File: src/rtl/lo_seq_pkg.sv
// Shared types and constant helpers for the line-output power sequencer.
// Assumes 8-bit codec register addresses and data.
package lo_seq_pkg;

    localparam int REG_AW   = 8;
    localparam int REG_DW   = 8;
    localparam int IDX_W    = 4;
    localparam logic [IDX_W-1:0] UP_FIRST = 4'd0;
    localparam logic [IDX_W-1:0] UP_LAST  = 4'd6;
    localparam logic [IDX_W-1:0] DN_FIRST = 4'd7;
    localparam logic [IDX_W-1:0] DN_LAST  = 4'd10;

    // What a step starts when its write is accepted
    typedef enum logic [1:0] {
        ARM_NONE  = 2'd0,
        ARM_LOCK  = 2'd1,
        ARM_PWRUP = 2'd2,
        ARM_PWRDN = 2'd3
    } arm_e;

    typedef struct packed {
        logic [REG_AW-1:0] addr;
        logic [REG_DW-1:0] data;
        logic              gate;   // wait for the delay timer before offering
        arm_e              arm;
    } step_t;

    typedef enum logic [1:0] {
        ST_IDLE = 2'd0,
        ST_UP   = 2'd1,
        ST_PLAY = 2'd2,
        ST_DOWN = 2'd3
    } seq_st_e;

    // Integer division that never shortens a delay
    function automatic longint unsigned ceil_div(input longint unsigned num,
                                                 input longint unsigned den);
        return (num + den - 1) / den;
    endfunction

    // Counter width able to hold val (at least one bit)
    function automatic int cnt_width(input longint unsigned val);
        int w;
        w = $clog2(val + 1);
        return (w < 1) ? 1 : w;
    endfunction

endpackage

File: src/rtl/lo_seq_rom.sv
// Step table for the line-output power sequencer.
// Steps 0..6 bring the output up and 7..10 take it down. The order is behaviour:
// the rate register comes before any power bit, and power-save brackets power changes.
module lo_seq_rom
    import lo_seq_pkg::*;
(
    input  logic [IDX_W-1:0] idx_i,
    output step_t            step_o
);

    // Decode the step index into address, data, gate and arm action
    always_comb begin
        step_o = '{addr: 8'h00, data: 8'h00, gate: 1'b0, arm: ARM_NONE};
        case (idx_i)
            4'd0:  step_o = '{addr: 8'h05, data: 8'h27, gate: 1'b0, arm: ARM_LOCK};
            4'd1:  step_o = '{addr: 8'h02, data: 8'h10, gate: 1'b0, arm: ARM_NONE};
            4'd2:  step_o = '{addr: 8'h0A, data: 8'h91, gate: 1'b0, arm: ARM_NONE};
            4'd3:  step_o = '{addr: 8'h0D, data: 8'h91, gate: 1'b0, arm: ARM_NONE};
            4'd4:  step_o = '{addr: 8'h03, data: 8'h40, gate: 1'b0, arm: ARM_NONE};
            4'd5:  step_o = '{addr: 8'h00, data: 8'h6C, gate: 1'b1, arm: ARM_PWRUP};
            4'd6:  step_o = '{addr: 8'h03, data: 8'h00, gate: 1'b1, arm: ARM_NONE};
            4'd7:  step_o = '{addr: 8'h03, data: 8'h40, gate: 1'b0, arm: ARM_NONE};
            4'd8:  step_o = '{addr: 8'h00, data: 8'h40, gate: 1'b0, arm: ARM_PWRDN};
            4'd9:  step_o = '{addr: 8'h02, data: 8'h00, gate: 1'b0, arm: ARM_NONE};
            4'd10: step_o = '{addr: 8'h03, data: 8'h00, gate: 1'b1, arm: ARM_NONE};
            default: ;
        endcase
    end

endmodule

File: src/rtl/lo_delay_timer.sv
// Loadable down-counter. expired_o is high whenever the count is zero.
// Assumes a load value of zero means "no wait". It resets to expired.
module lo_delay_timer #(
    parameter int CW = 16
) (
    input  logic          clk,
    input  logic          rst_n,
    input  logic          load_i,
    input  logic [CW-1:0] load_val_i,
    output logic          expired_o
);

    logic [CW-1:0] cnt_q;

    // Load on request, otherwise count down to zero and hold
    always_ff @(posedge clk) begin
        if (!rst_n) begin
            cnt_q <= '0;
        end else if (load_i) begin
            cnt_q <= load_val_i;
        end else if (cnt_q != '0) begin
            cnt_q <= cnt_q - 1'b1;
        end
    end

    assign expired_o = (cnt_q == '0);


    timer_dec_chk: assert property (@(posedge clk) disable iff (!rst_n)
        (!load_i && cnt_q != '0) |=> (cnt_q == $past(cnt_q) - 1'b1));


    timer_load_chk: assert property (@(posedge clk) disable iff (!rst_n)
        load_i |=> (cnt_q == $past(load_val_i)));

endmodule

File: src/rtl/lo_seq_ctrl.sv
// Sequencer control: command acceptance, step walking, write handshake and status.
// Assumes the step table and timers are outside. A gated step waits for
// delay_done_i. The DAC-invalid window qualifies playing_o.
module lo_seq_ctrl
    import lo_seq_pkg::*;
(
    input  logic              clk,
    input  logic              rst_n,
    input  logic              start_i,
    input  logic              stop_i,
    input  step_t             step_i,
    input  logic              delay_done_i,
    input  logic              dac_ok_i,
    input  logic              wr_ready_i,
    output logic [IDX_W-1:0]  idx_o,
    output logic              wr_valid_o,
    output logic [REG_AW-1:0] wr_addr_o,
    output logic [REG_DW-1:0] wr_data_o,
    output logic              delay_load_o,
    output logic              delay_is_lock_o,
    output logic              dac_load_o,
    output logic              busy_o,
    output logic              playing_o,
    output logic              done_o,
    output logic              cmd_err_o
);

    seq_st_e           state_q;
    logic [IDX_W-1:0]  idx_q;
    logic              valid_q;
    logic [REG_AW-1:0] addr_q;
    logic [REG_DW-1:0] data_q;
    logic              done_q;
    logic              err_q;
    logic              in_seq;
    logic              issue;
    logic              accept;
    logic              last_step;
    logic              bad_cmd;

    // Decode handshake events and refused commands
    always_comb begin
        in_seq    = (state_q == ST_UP) || (state_q == ST_DOWN);
        issue     = in_seq && !valid_q && (!step_i.gate || delay_done_i);
        accept    = valid_q && wr_ready_i;
        last_step = (idx_q == UP_LAST) || (idx_q == DN_LAST);
        bad_cmd   = (start_i && state_q != ST_IDLE) || (stop_i && state_q != ST_PLAY);
    end

    // Sequence state, step index, held write and status registers
    always_ff @(posedge clk) begin
        if (!rst_n) begin
            state_q <= ST_IDLE;
            idx_q   <= UP_FIRST;
            valid_q <= 1'b0;
            addr_q  <= '0;
            data_q  <= '0;
            done_q  <= 1'b0;
            err_q   <= 1'b0;
        end else begin
            done_q <= 1'b0;
            if (bad_cmd) begin
                err_q <= 1'b1;
            end
            case (state_q)
                ST_IDLE: begin
                    if (start_i) begin
                        state_q <= ST_UP;
                        idx_q   <= UP_FIRST;
                    end
                end
                ST_PLAY: begin
                    if (stop_i) begin
                        state_q <= ST_DOWN;
                        idx_q   <= DN_FIRST;
                    end
                end
                default: begin
                    if (issue) begin
                        valid_q <= 1'b1;
                        addr_q  <= step_i.addr;
                        data_q  <= step_i.data;
                    end else if (accept) begin
                        valid_q <= 1'b0;
                        if (last_step) begin
                            done_q  <= 1'b1;
                            state_q <= (state_q == ST_UP) ? ST_PLAY : ST_IDLE;
                        end else begin
                            idx_q <= idx_q + 1'b1;
                        end
                    end
                end
            endcase
        end
    end

    // Timer arming on acceptance of the arming step
    always_comb begin
        delay_load_o    = accept && (step_i.arm != ARM_NONE);
        delay_is_lock_o = (step_i.arm == ARM_LOCK);
        dac_load_o      = accept && (step_i.arm == ARM_PWRUP);
    end

    assign idx_o      = idx_q;
    assign wr_valid_o = valid_q;
    assign wr_addr_o  = addr_q;
    assign wr_data_o  = data_q;
    assign busy_o     = in_seq;
    assign playing_o  = (state_q == ST_PLAY) && dac_ok_i;
    assign done_o     = done_q;
    assign cmd_err_o  = err_q;


    wr_hold_chk: assert property (@(posedge clk) disable iff (!rst_n)
        (valid_q && !wr_ready_i) |=> (valid_q && $stable(addr_q) && $stable(data_q)));


    gate_wait_chk: assert property (@(posedge clk) disable iff (!rst_n)
        (valid_q && step_i.gate) |-> delay_done_i);


    busy_play_excl_chk: assert property (@(posedge clk) disable iff (!rst_n)
        busy_o |-> !playing_o);


    done_pulse_chk: assert property (@(posedge clk) disable iff (!rst_n)
        done_q |=> !done_q);


    err_sticky_chk: assert property (@(posedge clk) disable iff (!rst_n)
        err_q |=> err_q);


    cmd_ignored_chk: assert property (@(posedge clk) disable iff (!rst_n)
        (state_q == ST_UP && !accept) |=> (state_q == ST_UP));

endmodule

File: src/rtl/lineout_pwr_seq.sv
// Top of the line-output power sequencer.
// Derives wait lengths from CLK_HZ (rounded up, divided by TEST_DIV for short
// simulations), and wires the step table, control and timers together.
// Assumes clocks and any PLL setup are running before start_i.
module lineout_pwr_seq
    import lo_seq_pkg::*;
#(
    parameter longint unsigned CLK_HZ      = 64'd50_000_000,
    parameter longint unsigned SETTLE_MS   = 64'd300,
    parameter longint unsigned LOCK_US     = 64'd0,
    parameter longint unsigned FS_HZ       = 64'd44_100,
    parameter longint unsigned DAC_SAMPLES = 64'd67,
    parameter longint unsigned TEST_DIV    = 64'd1
) (
    input  logic        clk,
    input  logic        rst_n,
    input  logic        start_i,
    input  logic        stop_i,
    output logic        wr_valid_o,
    input  logic        wr_ready_i,
    output logic [7:0]  wr_addr_o,
    output logic [7:0]  wr_data_o,
    output logic        busy_o,
    output logic        playing_o,
    output logic        done_o,
    output logic        cmd_err_o
);

    localparam longint unsigned SETTLE_CYC =
        ceil_div(CLK_HZ * SETTLE_MS, 64'd1000 * TEST_DIV);
    localparam longint unsigned LOCK_CYC =
        ceil_div(CLK_HZ * LOCK_US, 64'd1_000_000 * TEST_DIV);
    localparam longint unsigned DAC_CYC =
        ceil_div(DAC_SAMPLES * CLK_HZ, FS_HZ * TEST_DIV);
    localparam longint unsigned DLY_MAX = (SETTLE_CYC > LOCK_CYC) ? SETTLE_CYC : LOCK_CYC;
    localparam int DLY_W = cnt_width(DLY_MAX);
    localparam int DAC_W = cnt_width(DAC_CYC);
    localparam logic [DLY_W-1:0] SETTLE_LD = SETTLE_CYC[DLY_W-1:0];
    localparam logic [DLY_W-1:0] LOCK_LD   = LOCK_CYC[DLY_W-1:0];
    localparam logic [DAC_W-1:0] DAC_LD    = DAC_CYC[DAC_W-1:0];

    logic [IDX_W-1:0] idx;
    step_t            step;
    logic             delay_load;
    logic             delay_is_lock;
    logic             delay_done;
    logic             dac_load;
    logic             dac_ok;
    logic [DLY_W-1:0] delay_val;

    lo_seq_rom u_rom (
        .idx_i  (idx),
        .step_o (step)
    );

    lo_seq_ctrl u_ctrl (
        .clk             (clk),
        .rst_n           (rst_n),
        .start_i         (start_i),
        .stop_i          (stop_i),
        .step_i          (step),
        .delay_done_i    (delay_done),
        .dac_ok_i        (dac_ok),
        .wr_ready_i      (wr_ready_i),
        .idx_o           (idx),
        .wr_valid_o      (wr_valid_o),
        .wr_addr_o       (wr_addr_o),
        .wr_data_o       (wr_data_o),
        .delay_load_o    (delay_load),
        .delay_is_lock_o (delay_is_lock),
        .dac_load_o      (dac_load),
        .busy_o          (busy_o),
        .playing_o       (playing_o),
        .done_o          (done_o),
        .cmd_err_o       (cmd_err_o)
    );

    // Shared delay: PLL lock after the rate write, settle after power writes
    assign delay_val = delay_is_lock ? LOCK_LD : SETTLE_LD;

    lo_delay_timer #(.CW(DLY_W)) u_delay (
        .clk        (clk),
        .rst_n      (rst_n),
        .load_i     (delay_load),
        .load_val_i (delay_val),
        .expired_o  (delay_done)
    );

    // DAC-invalid window: omitted when it rounds to zero cycles
    generate
        if (DAC_CYC == 0) begin : g_no_dac_win
            assign dac_ok = 1'b1;
        end else begin : g_dac_win
            lo_delay_timer #(.CW(DAC_W)) u_dac_win (
                .clk        (clk),
                .rst_n      (rst_n),
                .load_i     (dac_load),
                .load_val_i (DAC_LD),
                .expired_o  (dac_ok)
            );
        end
    endgenerate

endmodule

File: config.mk
export PLATFORM = sky130hd
export DESIGN_NAME = lineout_pwr_seq
export DESIGN_NICKNAME = d
export VERILOG_FILES = /design/src/rtl/lo_seq_pkg.sv /design/src/rtl/lo_seq_rom.sv /design/src/rtl/lo_delay_timer.sv /design/src/rtl/lo_seq_ctrl.sv /design/src/rtl/lineout_pwr_seq.sv
export SDC_FILE = /design/constraint.sdc
export NUM_CORES = 1
export LEC_CHECK = 0
export BUFFER_PORTS_ARGS = -buffer_cell sky130_fd_sc_hd__clkbuf_2
export CORE_ASPECT_RATIO = 0.7
export CORE_MARGIN = 2
export CORE_UTILIZATION = 64
export DETAILED_ROUTE_END_ITERATION = 10
export MAX_ROUTING_LAYER = met4
export PLACE_DENSITY = 0.84
export SLEW_MARGIN = 20
export SYNTH_ARGS = -nofsm -noshare
export SYNTH_HDL_FRONTEND = slang
export SYNTH_SLANG_ARGS = --single-unit
File: constraint.sdc
create_clock -name clk -period 4.5 [get_ports clk]
set_input_delay 0.45 -clock clk [delete_from_list [all_inputs] [get_ports clk]]
set_output_delay 0.45 -clock clk [all_outputs]
set_load 0.005 [all_outputs]
# After elaboration in Yosys (flattened, before gate mapping)
# Index checks and enable logic that the tools add are counted.
[word_totals]
input_bits = 5
wordCells = 94
regBits = 66
out_inout_bits = 21
[op_classes]
n_bitwise = 3
eq_ne = 20
n_reduce_logical = 36
add_sub_neg = 3
mux = 22
[ops]
columns = ["op", "count"]
rows = [
  ["one-hot mux 15 bit (9 select lines)", 1],
  ["2-to-1 mux 24 bit", 3],
  ["2-to-1 mux 17 bit", 2],
  ["zero test 24 bit", 1],
  ["nonzero test 24 bit", 1],
  ["subtractor 24 x 1 -> 24 bit, second input constant", 1],
  ["2-to-1 mux 4 bit", 5],
  ["zero test 17 bit", 1],
  ["nonzero test 17 bit", 1],
  ["subtractor 17 x 1 -> 17 bit, second input constant", 1],
  ["equality test 4 x 3 -> 1 bit, second input constant", 4],
  ["equality test 4 bit, second input constant", 3],
  ["2-to-1 mux 2 bit", 6],
  ["AND reduction 5 bit", 2],
  ["nonzero test 2 bit", 5],
  ["equality test 4 x 2 -> 1 bit, second input constant", 2],
  ["logical AND 1 bit", 8],
  ["one-hot mux 4 bit (2 select lines)", 1],
  ["OR reduction 2 bit", 4],
  ["equality test 2 bit, second input constant", 3],
  ["inequality test 2 bit, second input constant", 3],
  ["inequality test 3 bit, second input constant", 2],
  ["nonzero test 3 bit", 2],
  ["OR reduction 5 bit", 1],
  ["other kinds (11)", 21],
]

# Depth between registers and ports, before layout
# Gate-level depths: netlist of run 1.
[logic_depth]
word_depth = 8
depth_mapped = 8
ltp_nobuf = 7

# Cells and area by module
# From an unflattened synthesis of run 1, not the netlist that was laid out.
[unflattened]
hier_cells = 437
hier_area_um2 = 3731.1
[modules_own_cells]
columns = ["module", "cells_per_inst", "seq_area_each_um2", "instances", "area_each_um2"]
rows = [
  ["lo_delay_timer at u_delay", 162, 480.5, 1, 1361.3],
  ["lo_seq_ctrl", 124, 500.5, 1, 1187.4],
  ["lo_delay_timer at g_dac_win.u_dac_win", 111, 340.3, 1, 919.6],
  ["lo_seq_rom", 37, 0.0, 1, 251.5],
  ["lineout_pwr_seq", 3, 0.0, 1, 11.3],
]

# Least setup slack after synthesis of run 1
# No wires, ideal clock.
[synth_path]
path_kind = "reg2reg"
from = "register u_delay.cnt_q[8]"
to = "register u_delay.cnt_q[16]"
stages_incl_launch_ff = 7
t_required_ns = 4.430
synth_period_minus_slack_ns = 2.215
arrival_time_ns = 2.145
setup_ns = 0.070
path_buffers = 1
slack_ns = 2.285
cell_sequence = "dfxtp_1 or4_4 or3_1 buf_2 or4_1 or3_1 a21oi_1"
[synth_between]
elab_chain_cells = 3
word_cells_on_any_way = 5
cone_classes = "add/sub: 1; mux: 2; reduce/logical: 2"
[synth_rtl]
columns = ["item", "line", "rtl"]
rows = [
  ["start, declared", "lo_delay_timer.sv:13", "logic [CW-1:0] cnt_q;"],
  ["start signal, assigned", "lo_delay_timer.sv:20", "cnt_q <= load_val_i;"],
  ["start signal, assigned", "lo_delay_timer.sv:22", "cnt_q <= cnt_q - 1'b1;"],
  ["subtractor 24 x 1 -> 24 bit", "lo_delay_timer.sv:22", ""],
  ["2-to-1 mux 24 bit", "lo_delay_timer.sv:21", "end else if (cnt_q != '0) begin"],
  ["2-to-1 mux 24 bit", "lo_delay_timer.sv:19", "end else if (load_i) begin"],
]
# Parallel ways exist; a longest one is shown, timed or not. The select of a mux whose other input is x is not followed.
# A chain may end at the register's enable or synchronous reset.

# Final worst setup path of run 1
# Ends and elaborated chain as after synthesis.

==> results of run 1 <==
## logic make-up after synthesis
| logic type | Yosys count | synth area share, % |
|---|---|---|
| xor+xnor | 17 | 4.64 |
| buf+inv | 35 | 4.95 |
| other cells | 1 | 0.117 |
| simple gates | 169 | 28.3 |
| flops | 60 | 37.4 |
| mux | 9 | 2.81 |
| compound gates | 91 | 17.4 |
| fa+ha+maj | 11 | 4.29 |
## stage by stage
step / total power [uW] / hold WS (ns) / setup slack (ns) / cells / util, %
floorplan: 2090 / 0.448 / 2.28 / 396 / -
global placement: 2330 / 0.444 / 1.99 / 466 / 68.8
detailed placement: 2380 / 0.452 / 1.89 / 466 / 68.8
CTS: 2890 / 0.379 / 1.88 / 482 / 73.0
global route: 3170 / 0.390 / 1.70 / 482 / 73.0
finish: 2910 / 0.391 / 1.83 / 482 / 73.0
## flip-flops by register name, summed over array words and instances, names as in the netlist
| name | flops |
|---|---|
| u_ctrl.wr_data_o | 6 |
| u_delay.cnt_q | 24 |
| g_dac_win.u_dac_win.cnt_q | 17 |
| u_ctrl.idx_o | 4 |
| u_ctrl.state_q | 2 |
| u_ctrl.wr_valid_o | 1 |
| u_ctrl.done_o | 1 |
| u_ctrl.cmd_err_o | 1 |
| u_ctrl.wr_addr_o | 4 |
## Yosys cell counts, types with 8 or more instances
master / count
sky130_fd_sc_hd__a21oi_1: 25
sky130_fd_sc_hd__clkbuf_1: 9
sky130_fd_sc_hd__dfxtp_1: 60
sky130_fd_sc_hd__or3_1: 16
sky130_fd_sc_hd__inv_1: 14
sky130_fd_sc_hd__ha_1: 11
sky130_fd_sc_hd__nand3_1: 13
sky130_fd_sc_hd__mux2i_1: 9
sky130_fd_sc_hd__xnor2_1: 8
sky130_fd_sc_hd__nor3_1: 19
sky130_fd_sc_hd__xor2_1: 9
sky130_fd_sc_hd__nor4_1: 12
sky130_fd_sc_hd__o21ai_0: 26
sky130_fd_sc_hd__nand2_1: 38
sky130_fd_sc_hd__nor2_1: 30
## layout make-up
type                       instances  area (sq um)  area share [%]
multi-input combinational        301          1860            53.0
sequential                        60          1200            34.2
clock buffer                      12           155            4.42
timing repair buffer              21           105            2.99
tap                               69          86.3            2.46
inverter                          15          56.3            1.60
clock inverter                     4          47.5            1.35
## worst min-delay path, stage by stage
cell and delay, ns:
sky130_fd_sc_hd__clkbuf_2 0.09, sky130_fd_sc_hd__a221oi_1 0.06, sky130_fd_sc_hd__nor2_1 0.08
## power by group
part	switching [uW]	internal (uW)
logic	902	604
clock network	210	284
registers	199	716
## final timing paths
| path | to | slack, ns | cells past startpoint |
|---|---|---|---|
| setup / recovery | u_delay.cnt_q[16] | 1.83 | 5 |
| hold / removal | u_ctrl.cmd_err_o | 0.39 | 3 |
| setup reg to reg | u_delay.cnt_q[16] | 1.83 | 5 |
| hold reg to reg | u_ctrl.wr_addr_o[0] | 0.46 | 2 |
## layer usage
layer	vias up	GRT usage, %	share of wire (%)
met5	-	-	0
met4	0	8.71	1.1
met3	11	7.08	6.7
met2	106	40.3	43
met1	1356	39.5	49
li1	1447	-	-
==> impl_summary.md, run 1 <==
Status
The flow ran to the end, and the final reports show no timing, DRC or antenna violations.

Clock tree
Post-CTS repair changed the size of 0 cells. The number of setup buffers added after CTS is 0. For this design, the sink count on the clock tree is 60. The clock passes through at most 2 buffers. Buffers inserted during clock tree synthesis total 9. After clock tree synthesis, the clock-pin slew on the worst setup and hold paths is 0.07 ns. The clock insertion delay at the later pin of the skew report is 0.33 ns. Buffers inserted to repair hold after CTS numbered 0.

The CTS H-tree depth is 3. TritonCTS built the clock tree. The clock tree root buffer cell is sky130_fd_sc_hd__clkbuf_8.

Finish
The library cells used most frequently in the layout, excluding fill and tap cells, are sky130_fd_sc_hd__dfxtp_1 (60), sky130_fd_sc_hd__nand2_1 (38), sky130_fd_sc_hd__nor2_1 (30). Compared with the post-synthesis result, the final layout area differs by 9.44%. The number of fillers in the final layout is 376.

The final cell area excluding filler cells is 3510 sq um. The commonest non-fill, non-tap cell in the layout is sky130_fd_sc_hd__dfxtp_1. 0 antenna diodes ended up in the layout. The fraction of final layout cells with drive strength greater than 1 is 11.4%. In the final design database the tool counted 424 nets.

Worst setup path
The required time of the worst setup path is 4.75 ns. The startpoint identified for the worst register-to-register timing path is u_delay.cnt_q[8]. The arrival time of data at the critical path endpoint is 2.93 ns.

Traced cell by cell, the critical path runs through or4_4 > or3_1 > nor4_4 > o21ai_0 > a21oi_1. The critical path's largest stage delay is 0.72 ns. The category of the worst setup path launch point is a flip-flop. The worst setup path startpoint is u_delay.cnt_q[8]. The type of element capturing the critical path is a flip-flop. The largest fanout of any net on the critical path is 16. Counting both buffers and inverters, the worst setup path holds a total of 0. The cell family with the largest share of critical-path delay is simple AND/OR/NAND/NOR gates. The slowest library cell on the worst path is sky130_fd_sc_hd__nor4_4. The class of the most critical setup path is reg2reg.

Synth
After synthesis the netlist holds a flip-flop and latch count of 60. The top cell type by area accounts for 37.4% of the synthesized area. The prevailing post-synth register cell is sky130_fd_sc_hd__dfxtp_1. The netlist uses 54 different library cells.

The cell area that synthesis handed to floorplanning was 3210 sq um. The cell count after synthesis is 393. The number of synthesized flops with an enable pin is 0. The register area share after synthesis is 37.4%.

The largest area contributor in the synthesized netlist is sky130_fd_sc_hd__dfxtp_1. By area the synthesized netlist is led by sky130_fd_sc_hd__dfxtp_1 (37%), sky130_fd_sc_hd__nand2_1 (4.4%), sky130_fd_sc_hd__ha_1 (4.3%). Averaged over all synthesized cells, the footprint is 8.16 sq um. The total of warnings raised by yosys is 0. The share of synthesized flip-flops with an asynchronous set or reset is 0%.

Place
The number of port buffers is 21. The cell area after placement is 3310 sq um. The weighted congestion reported at the end of routability-driven placement is 0.933.

The half-perimeter wire length after placement is 5.02 mm.

Timing
The count of final max-slew check failures came to 0. The routed design could run at a clock period as short as 2.67 ns. For the pin with the worst max-slew slack, the measured transition is 0.734 ns. The final clock skew is 0.00566 ns. The final-layout setup total negative slack is 0 ns. The relative slew slack is 50.6%. The final setup violation count is 0. In the finished design, the share of the clock period the worst path needs comes to 59.4%. Derived from the worst setup path, the maximum achievable clock frequency is 0.374 GHz.

Setup repair after global routing left no endpoint under its margin. The hold violation count in the final report is 0.

Worst hold path
The launch instance of the worst min-delay path is start_i. The path class of the tightest hold or removal check is in2reg.

Flow run
The total of max-cap violations is 0.

Power
IR analysis of the VDD net gives a maximum drop of 427 uV. The analysis attributes to cell leakage a power of 0.00136 uW. The power per cell area is 830 nW/um^2.

Route
The detailed router finished its first iteration with 229 violations. The detail route stage leaves a number of antenna-violating nets equal to 0. The via-per-instance ratio is 6.06.

The final route contains 2920 vias. The detailed-routing iteration count for the pre-antenna-repair pass is 5. After detailed routing, the total wire length is 7.00 mm. After detailed routing, the number of remaining DRC violations is 0. After detailed routing, the average wire length per cell comes to 14.5 um.

Floorplanning
The die is 88.6 um wide. The y dimension of the die is 63.2 um. The initialized floorplan defines 21 standard-cell rows. The floorplan die area is 5600 sq um. The core region is 4810 sq um. The initial utilization of the core area, before any placement, comes to 66.7%. The number of placed I/O pins is 26.

GRT
The global-route wire length before repair is 12.2 mm. For this run, the total global-route usage over all layers was measured as 28.3%. Summed over all layers, the global routing overflow is 0. The number of antenna violations at the first check in global routing is 0. Entering global routing, the biggest net connects 22 pins. The number of global-route vias before repair came to 2704.
No activity file was read; power rests on OpenSTA's default activity.
==> run 2, diff against run 1 <==
--- a/config.mk
+++ b/config.mk
@@ -8,10 +8,10 @@
 export BUFFER_PORTS_ARGS = -buffer_cell sky130_fd_sc_hd__clkbuf_2
 export CORE_ASPECT_RATIO = 0.7
 export CORE_MARGIN = 2
-export CORE_UTILIZATION = 64
+export CORE_UTILIZATION = 54
 export DETAILED_ROUTE_END_ITERATION = 10
 export MAX_ROUTING_LAYER = met4
-export PLACE_DENSITY = 0.84
+export PLACE_DENSITY = 0.76
 export SLEW_MARGIN = 20
 export SYNTH_ARGS = -nofsm -noshare
 export SYNTH_HDL_FRONTEND = slang
==> constraint.sdc (replaced) <==
create_clock -name clk -period 2.28 [get_ports clk]
set_input_delay 0.228 -clock clk [delete_from_list [all_inputs] [get_ports clk]]
set_output_delay 0.228 -clock clk [all_outputs]
set_load 0.005 [all_outputs]
==> run 2 against run 1 <==
Final area increased by 7.6%. Clock power increased by 130%. Fmax increased by 20%. Register-to-register slack got worse by 1.8 ns. Cell count increased by 7.1%. Highest routed layer unchanged. Critical path type unchanged. Clock skew increased by 0.0023 ns.
==> impl_summary.md, run 2 (synthesis results as in run 1) <==
Clock tree
The post-CTS clock slew at the launch and capture registers of the worst setup and hold paths is 0.07 ns (about the same). The clock tree root buffer cell is sky130_fd_sc_hd__clkbuf_8. The number of buffers added by the clock tree synthesis step is 9 (unchanged). The clock tree buffer depth was 2 (unchanged). The CTS H-tree depth is 3 (unchanged). The clock insertion delay at the later pin of the skew report is 0.35 ns (+0.02 ns). The setup fix buffers added after clock tree synthesis is 0 (unchanged). The clock tree from TritonCTS is built. The clock sink count is 60 (unchanged).

Timing
The final setup slack of the worst path is 0.0518 ns (-1.78 ns). The count of final max-slew check failures is 0 (unchanged). The final clock skew is 0.00800 ns (+0.00233 ns). The final setup violation count is 0 (unchanged). The final-layout setup total negative slack is 0 ns (unchanged). Setup repair after global routing could not meet its margin everywhere. The fraction of the cycle the final worst path needs is 97.7% (+38 points). The relative slew slack is 66.6% (+16 points). The transition time at the pin with the least slew margin is 0.497 ns (-0.237 ns). The post-route minimum period is 2.23 ns (-0.443 ns). The hold violation count in the final report was 0 (unchanged).

The maximum operating frequency is 0.449 GHz (+20%).

Power
The static power due to leakage is 0.00151 uW (+11%). The maximum VDD drop is 752 uV (+76%). The power per cell area is 1710 nW/um^2 (+110%).

The post-route total power is 6440 uW (+120%).

GRT
The global routing usage summed across all routing layers was 26.1% (-2.2 points). The pin count of the biggest net entering global routing came to 21 (-4.5%). The global-route wire length before repair was 12.6 mm (+3.3%).

The number of antenna violations at the first check in global routing came to 0 (unchanged). The number of global-route vias before repair is 2656 (-1.8%). The total congestion overflow came to 0 (unchanged).

Worst setup path
The arrival time of data at the critical path endpoint is 2.48 ns (-0.45 ns). The class of the most critical setup path is reg2reg. The required time of the worst setup path is 2.53 ns (-2.22 ns).

The type of element capturing the critical path is a flip-flop. The largest fanout of any net on the critical path is 8 (-8). The worst reg2reg path depth came to 6 (+1). The category of the worst setup path launch point is a flip-flop.

Floorplanning
The number of placed I/O pins is 26 (unchanged). The floorplan die area is 6580 sq um (+17%). The y dimension of the die is 68.5 um (+8.3%). The floorplan die width is 96.1 um (+8.5%). The site row count is 23 (+9.5%). The core area is 5730 sq um (+19%). The initial cell density of the core is 56.0% (-11 points).

Worst hold path
The class of the tightest hold or removal check is in2reg. The depth of the worst hold-timing path is 3 (unchanged).

Route
The average wire per cell in the routed design is 14.8 um (+1.6%). The via-per-instance ratio is 5.83 (-3.8%). The total number of vias is 3008 (+3.0%). The remaining routing DRC violations is 0 (unchanged). The DRC violation total after the first TritonRoute iteration came to 188 (-18%). The wire length after detailed routing was 7.61 mm (+8.7%). The number of antenna-violating nets in the routed design came to 0 (unchanged).

The detailed-routing iteration count for the pre-antenna-repair pass is 4 (-1).

Finish
The final net count is 452 (+6.6%). The footprint of the multi-input gates is 1870 sq um (+0.54%). The fraction of final layout cells with drive strength greater than 1 came to 17.7% (+6.3 points). The post-route non-filler standard cell count is 516 (+7.1%).

The growth of design area from synthesis to finish is 17.8%. The number of flip-flops under the largest register name is 24 (unchanged). The diode insertion count for antenna repair is 0 (unchanged). Ranked by flip-flop count, first place goes to u_delay.cnt_q. Leaving out fill and tap cells, the most frequent cell in the layout is sky130_fd_sc_hd__dfxtp_1. The total area of sequential cells is 1200 sq um (unchanged).

The top cell types in the final layout, fill and taps aside, are sky130_fd_sc_hd__dfxtp_1 (60), sky130_fd_sc_hd__nand2_1 (38), sky130_fd_sc_hd__nor2_1 (30). The number of fillers in the final layout came to 483 (+28%). The core utilization of the finished layout was 66.0% (-7.0 points).

Place
The placed cell count is 500 (+7.3%). The half-perimeter wire length after placement is 5.69 mm (+13%). The number of port buffers is 21 (unchanged).

The worst setup slack after placement is -0.0309 ns (-1.92 ns). The weighted congestion reported at the end of routability-driven placement is 0.943 (+1.0%).

Flow run
The total of max-cap violations is 0 (unchanged).

Status
The run finished with clean final reports.
==> run 2: layer usage <==
layer | global-route usage (%) | share of wire [%] | up-vias
li1 | - | - | 1502
met1 | 36.1 | 50 | 1407
met2 | 37.2 | 43 | 93
met3 | 7.71 | 6.2 | 6
met4 | 6.61 | 0.63 | 0
met5 | - | 0 | -
==> run 2: path summary, 6_finish.rpt <==
check	start	end	slack, ns
max	u_delay.cnt_q[11]	u_delay.cnt_q[14]	0.05
min	start_i	u_ctrl.cmd_err_o	0.14
max reg2reg	u_delay.cnt_q[11]	u_delay.cnt_q[14]	0.05
min reg2reg	u_ctrl.wr_data_o[3]	u_ctrl.wr_data_o[3]	0.46
==> run 2: layout make-up <==
type | instances | share of cell area [%]
repair buffers | 49 | 8.44
well taps | 75 | 2.48
flip-flops and latches | 60 | 31.8
clock buffers | 9 | 3.28
clock inverters | 7 | 3.05
multi-input cells | 301 | 49.5
inverters | 15 | 1.49
==> run 2: stage by stage <==
stage                     hold slack [ns]  area (sq um)
after floorplan                     0.379          3220
after global placement              0.448          3530
after detailed placement            0.460          3530
after CTS                           0.137          3770
after global routing                0.149          3780
final                               0.140          3780
==> run 2: where the power goes <==
| group | total [uW] | internal, uW | switching, uW | leakage (uW) |
|---|---|---|---|---|
| registers | 1770 | 1410 | 361 | 0.000491 |
| logic | 3520 | 1590 | 1930 | 0.000907 |
| clock network | 1150 | 721 | 432 | 0.000115 |
==> run 2: worst max-delay path, stage by stage (launching register included) <==
cell	delay, ns
sky130_fd_sc_hd__dfxtp_1	0.32
sky130_fd_sc_hd__or4_4	0.53
sky130_fd_sc_hd__or3_4	0.40
sky130_fd_sc_hd__or3_1	0.39
sky130_fd_sc_hd__buf_4	0.15
sky130_fd_sc_hd__o21a_1	0.15
sky130_fd_sc_hd__o21ai_0	0.20
==> run 2: repair_timing <==
item | 4_1_cts | 5_1_grt
hold endpoints to repair | 0 | 0
hold buffers | 0 | 0
endpoints found under the setup margin | 1 | 5
resized for setup | 1 | 2
==> run 3, diff against run 2 <==
--- a/config.mk
+++ b/config.mk
@@ -11,7 +11,7 @@
 export CORE_UTILIZATION = 54
 export DETAILED_ROUTE_END_ITERATION = 10
 export MAX_ROUTING_LAYER = met4
-export PLACE_DENSITY = 0.76
+export PLACE_DENSITY_LB_ADDON = 0.08
 export SLEW_MARGIN = 20
 export SYNTH_ARGS = -nofsm -noshare
 export SYNTH_HDL_FRONTEND = slang
==> run 3 against run 2 <==
Clock power decreased by 21%. Non-clock buffer count unchanged. Critical path depth decreased by 1. Utilization decreased by 0.74 points. Cell count did not move. Routed wire length increased by 1.8%. Clock skew down 0.00063 ns.
==> impl_summary.md, run 3 (synthesis results as in run 1) <==
Status
The run finished with clean final reports.

Route
The number of antenna-violating nets in the routed design came to 0 (unchanged). The wire length after detailed routing is 7.75 mm (+1.8%). The DRC violation total after the first TritonRoute iteration is 266 (+41%). The total number of vias came to 3046 (+1.3%).

The remaining routing DRC violations is 0 (unchanged). The average wire per cell in the routed design is 15.0 um (+1.8%). The via-per-instance ratio was 5.90 (+1.3%).

The detailed-routing iteration count for the pre-antenna-repair pass is 5 (+1).

Finish
Leaving out fill and tap cells, the most frequent cells in the layout are sky130_fd_sc_hd__dfxtp_1 (59), sky130_fd_sc_hd__nand2_1 (38), sky130_fd_sc_hd__nor2_1 (30). The growth of design area from synthesis to finish is 16.5%. The commonest non-fill, non-tap cell in the layout is sky130_fd_sc_hd__dfxtp_1. The final net count is 452 (unchanged). The number of flip-flops under the largest register name is 24 (unchanged). The diode insertion count for antenna repair is 0 (unchanged). Ranked by flip-flop count, first place goes to u_delay.cnt_q. The fraction of final layout cells with drive strength greater than 1 came to 17.7% (unchanged). The final cell area excluding filler cells is 3740 sq um (-1.1%).

Power
The maximum VDD drop was 807 uV (+7.3%). The power per cell area is 1660 nW/um^2 (-2.8%). The static power due to leakage is 0.00149 uW (-1.7%).

Clock tree
The clock tree buffer depth is 2 (unchanged). The clock insertion delay at the later pin of the skew report is 0.35 ns (about the same). The number of hold buffers added after CTS came to 0 (unchanged). The clock sink count was 60 (unchanged). The clock tree root buffer cell is sky130_fd_sc_hd__clkbuf_8. TritonCTS built the clock tree. The post-CTS clock slew at the launch and capture registers of the worst setup and hold paths is 0.07 ns (about the same). The number of buffers added by the clock tree synthesis step is 9 (unchanged). The CTS H-tree depth is 3 (unchanged).

Timing
The final setup violation count is 0 (unchanged). The post-route minimum period is 2.20 ns (-0.0248 ns). The final clock skew is 0.00737 ns (-0.000627 ns). The worst hold margin came to 0.150 ns (+0.0103 ns). The maximum operating frequency came to 0.454 GHz (+1.1%).

The fraction of the cycle the final worst path needs is 96.6% (-1.1 points). Setup repair after global routing left no endpoint under its margin. The hold violation count in the final report is 0 (unchanged).

The final-layout setup total negative slack is 0 ns (unchanged). The transition time at the pin with the least slew margin is 0.533 ns (+0.0355 ns). The relative slew slack is 64.2% (-2.4 points). The count of final max-slew check failures is 0 (unchanged).

Worst setup path
The largest fanout of any net on the critical path is 7 (-1). The register-to-register setup slack is 0.08 ns (+0.02 ns). The category of the worst setup path launch point is a flip-flop. The worst register-to-register path ends at u_delay.cnt_q[16]. The cell family with the largest share of critical-path delay is simple AND/OR/NAND/NOR gates. The worst register-to-register path begins at u_delay.cnt_q[11].

The critical path's largest stage delay is 0.54 ns (about the same). The arrival time of data at the critical path endpoint is 2.48 ns (about the same). The worst setup path startpoint is u_delay.cnt_q[11]. The type of element capturing the critical path is a flip-flop. The class of the most critical setup path is reg2reg. The required time of the worst setup path was 2.56 ns (+0.03 ns).

The signal on the critical path passes through or4_4 > or3_4 > or4_1 > or3_1 > a21oi_1. Among all stages on the critical path, the largest delay is contributed by sky130_fd_sc_hd__or4_4. The number of cells on the critical path is 5 (-1). The worst reg2reg path depth is 5 (-1).

The count of buffering cells on the critical path with inverters included is 0 (-1).

Place
The weighted congestion reported at the end of routability-driven placement is 0.935 (-0.77%). The half-perimeter wire length after placement is 5.43 mm (-4.5%). The number of port buffers is 21 (unchanged).

The cell area after placement came to 3500 sq um (-0.64%).

Floorplanning
The floorplan die area is 6580 sq um (unchanged). The number of placed I/O pins is 26 (unchanged). The core area is 5730 sq um (unchanged). The floorplan die width is 96.1 um (unchanged).

The site row count was 23 (unchanged). The y dimension of the die is 68.5 um (unchanged). The initial cell density of the core is 56.0% (unchanged).

Worst hold path
In this run the most critical hold path is launched from start_i. The endpoint of the worst hold path is u_ctrl.cmd_err_o. The tightest min-delay check is of the in2reg type. The depth of the worst hold-timing path is 3 (unchanged).

GRT
The number of antenna violations at the first check in global routing is 0 (unchanged). The global routing usage summed across all routing layers is 25.7% (-0.43 points). The number of global-route vias before repair came to 2664 (+0.30%). The global-route wire length before repair was 12.6 mm (-0.59%).

The total congestion overflow is 0 (unchanged). The pin count of the biggest net entering global routing is 22 (+4.8%).

Flow run
The total of max-cap violations was 0 (unchanged).
-- run 3: cell count changes in the layout (fill, tap and decap cells not counted), sizes merged --
| cell | previous run | this run |
|---|---|---|
| clkinv | 3 | 2 |
| bufinv | 3 | 0 |
| buf | 28 | 27 |
| clkbuf | 30 | 35 |
-- run 3: worst max path at each step --
stage          slack, ns                  end
5_1_grt            0.005  u_ctrl.wr_addr_o[0]
4_1_cts             0.07    u_delay.cnt_q[16]
3_5_place_dp       0.006    u_delay.cnt_q[12]
6_report            0.08    u_delay.cnt_q[16]
2_1_floorplan       0.06    u_delay.cnt_q[16]
3_3_place_gp        0.06    u_delay.cnt_q[16]
-- run 3: what timing repair did --
item	CTS	global route
pin swaps	0	2
setup endpoints to repair	5	11
gates cloned	0	1
gates resized for setup	1	5
setup buffers	0	2
-- run 3: routing by layer --
layer	share of wire, %	GRT usage, %
met5	0	-
met4	1.2	7.32
met3	6.1	6.28
met2	43	37.7
met1	50	35.1
-- run 3: area by class of cell --
| class | instances | area, sq um |
|---|---|---|
| fillers | 487 | 1990 |
| multi-input cells | 301 | 1880 |
| flip-flops and latches | 60 | 1200 |
| repair buffers | 49 | 319 |
| clock buffers | 13 | 169 |
| well taps | 75 | 93.8 |
| inverters | 15 | 56.3 |
| clock inverters | 3 | 20.0 |
-- run 3: worst min-delay path, delay by kind of cell --
| kind | cells | cell delay, ns |
|---|---|---|
| simple gates | 1 | 0.08 |
| compound gates | 1 | 0.06 |
| buf+inv | 1 | 0.09 |
-- run 3: through the flow --
| step | setup slack (ns) | instances | utilization [%] | total power [uW] |
|---|---|---|---|---|
| floorplan | 0.0646 | 396 | - | 4120 |
| global placement | 0.0582 | 497 | 61.2 | 5060 |
| detailed placement | 0.00638 | 497 | 61.2 | 5140 |
| CTS | 0.0689 | 513 | 64.6 | 6100 |
| global route | 0.00520 | 516 | 65.2 | 6700 |
| finish | 0.0766 | 516 | 65.2 | 6200 |
-- run 3: power by group --
group	switching, uW	internal [uW]
sequential	351	1410
clock	428	482
combinational	1970	1560
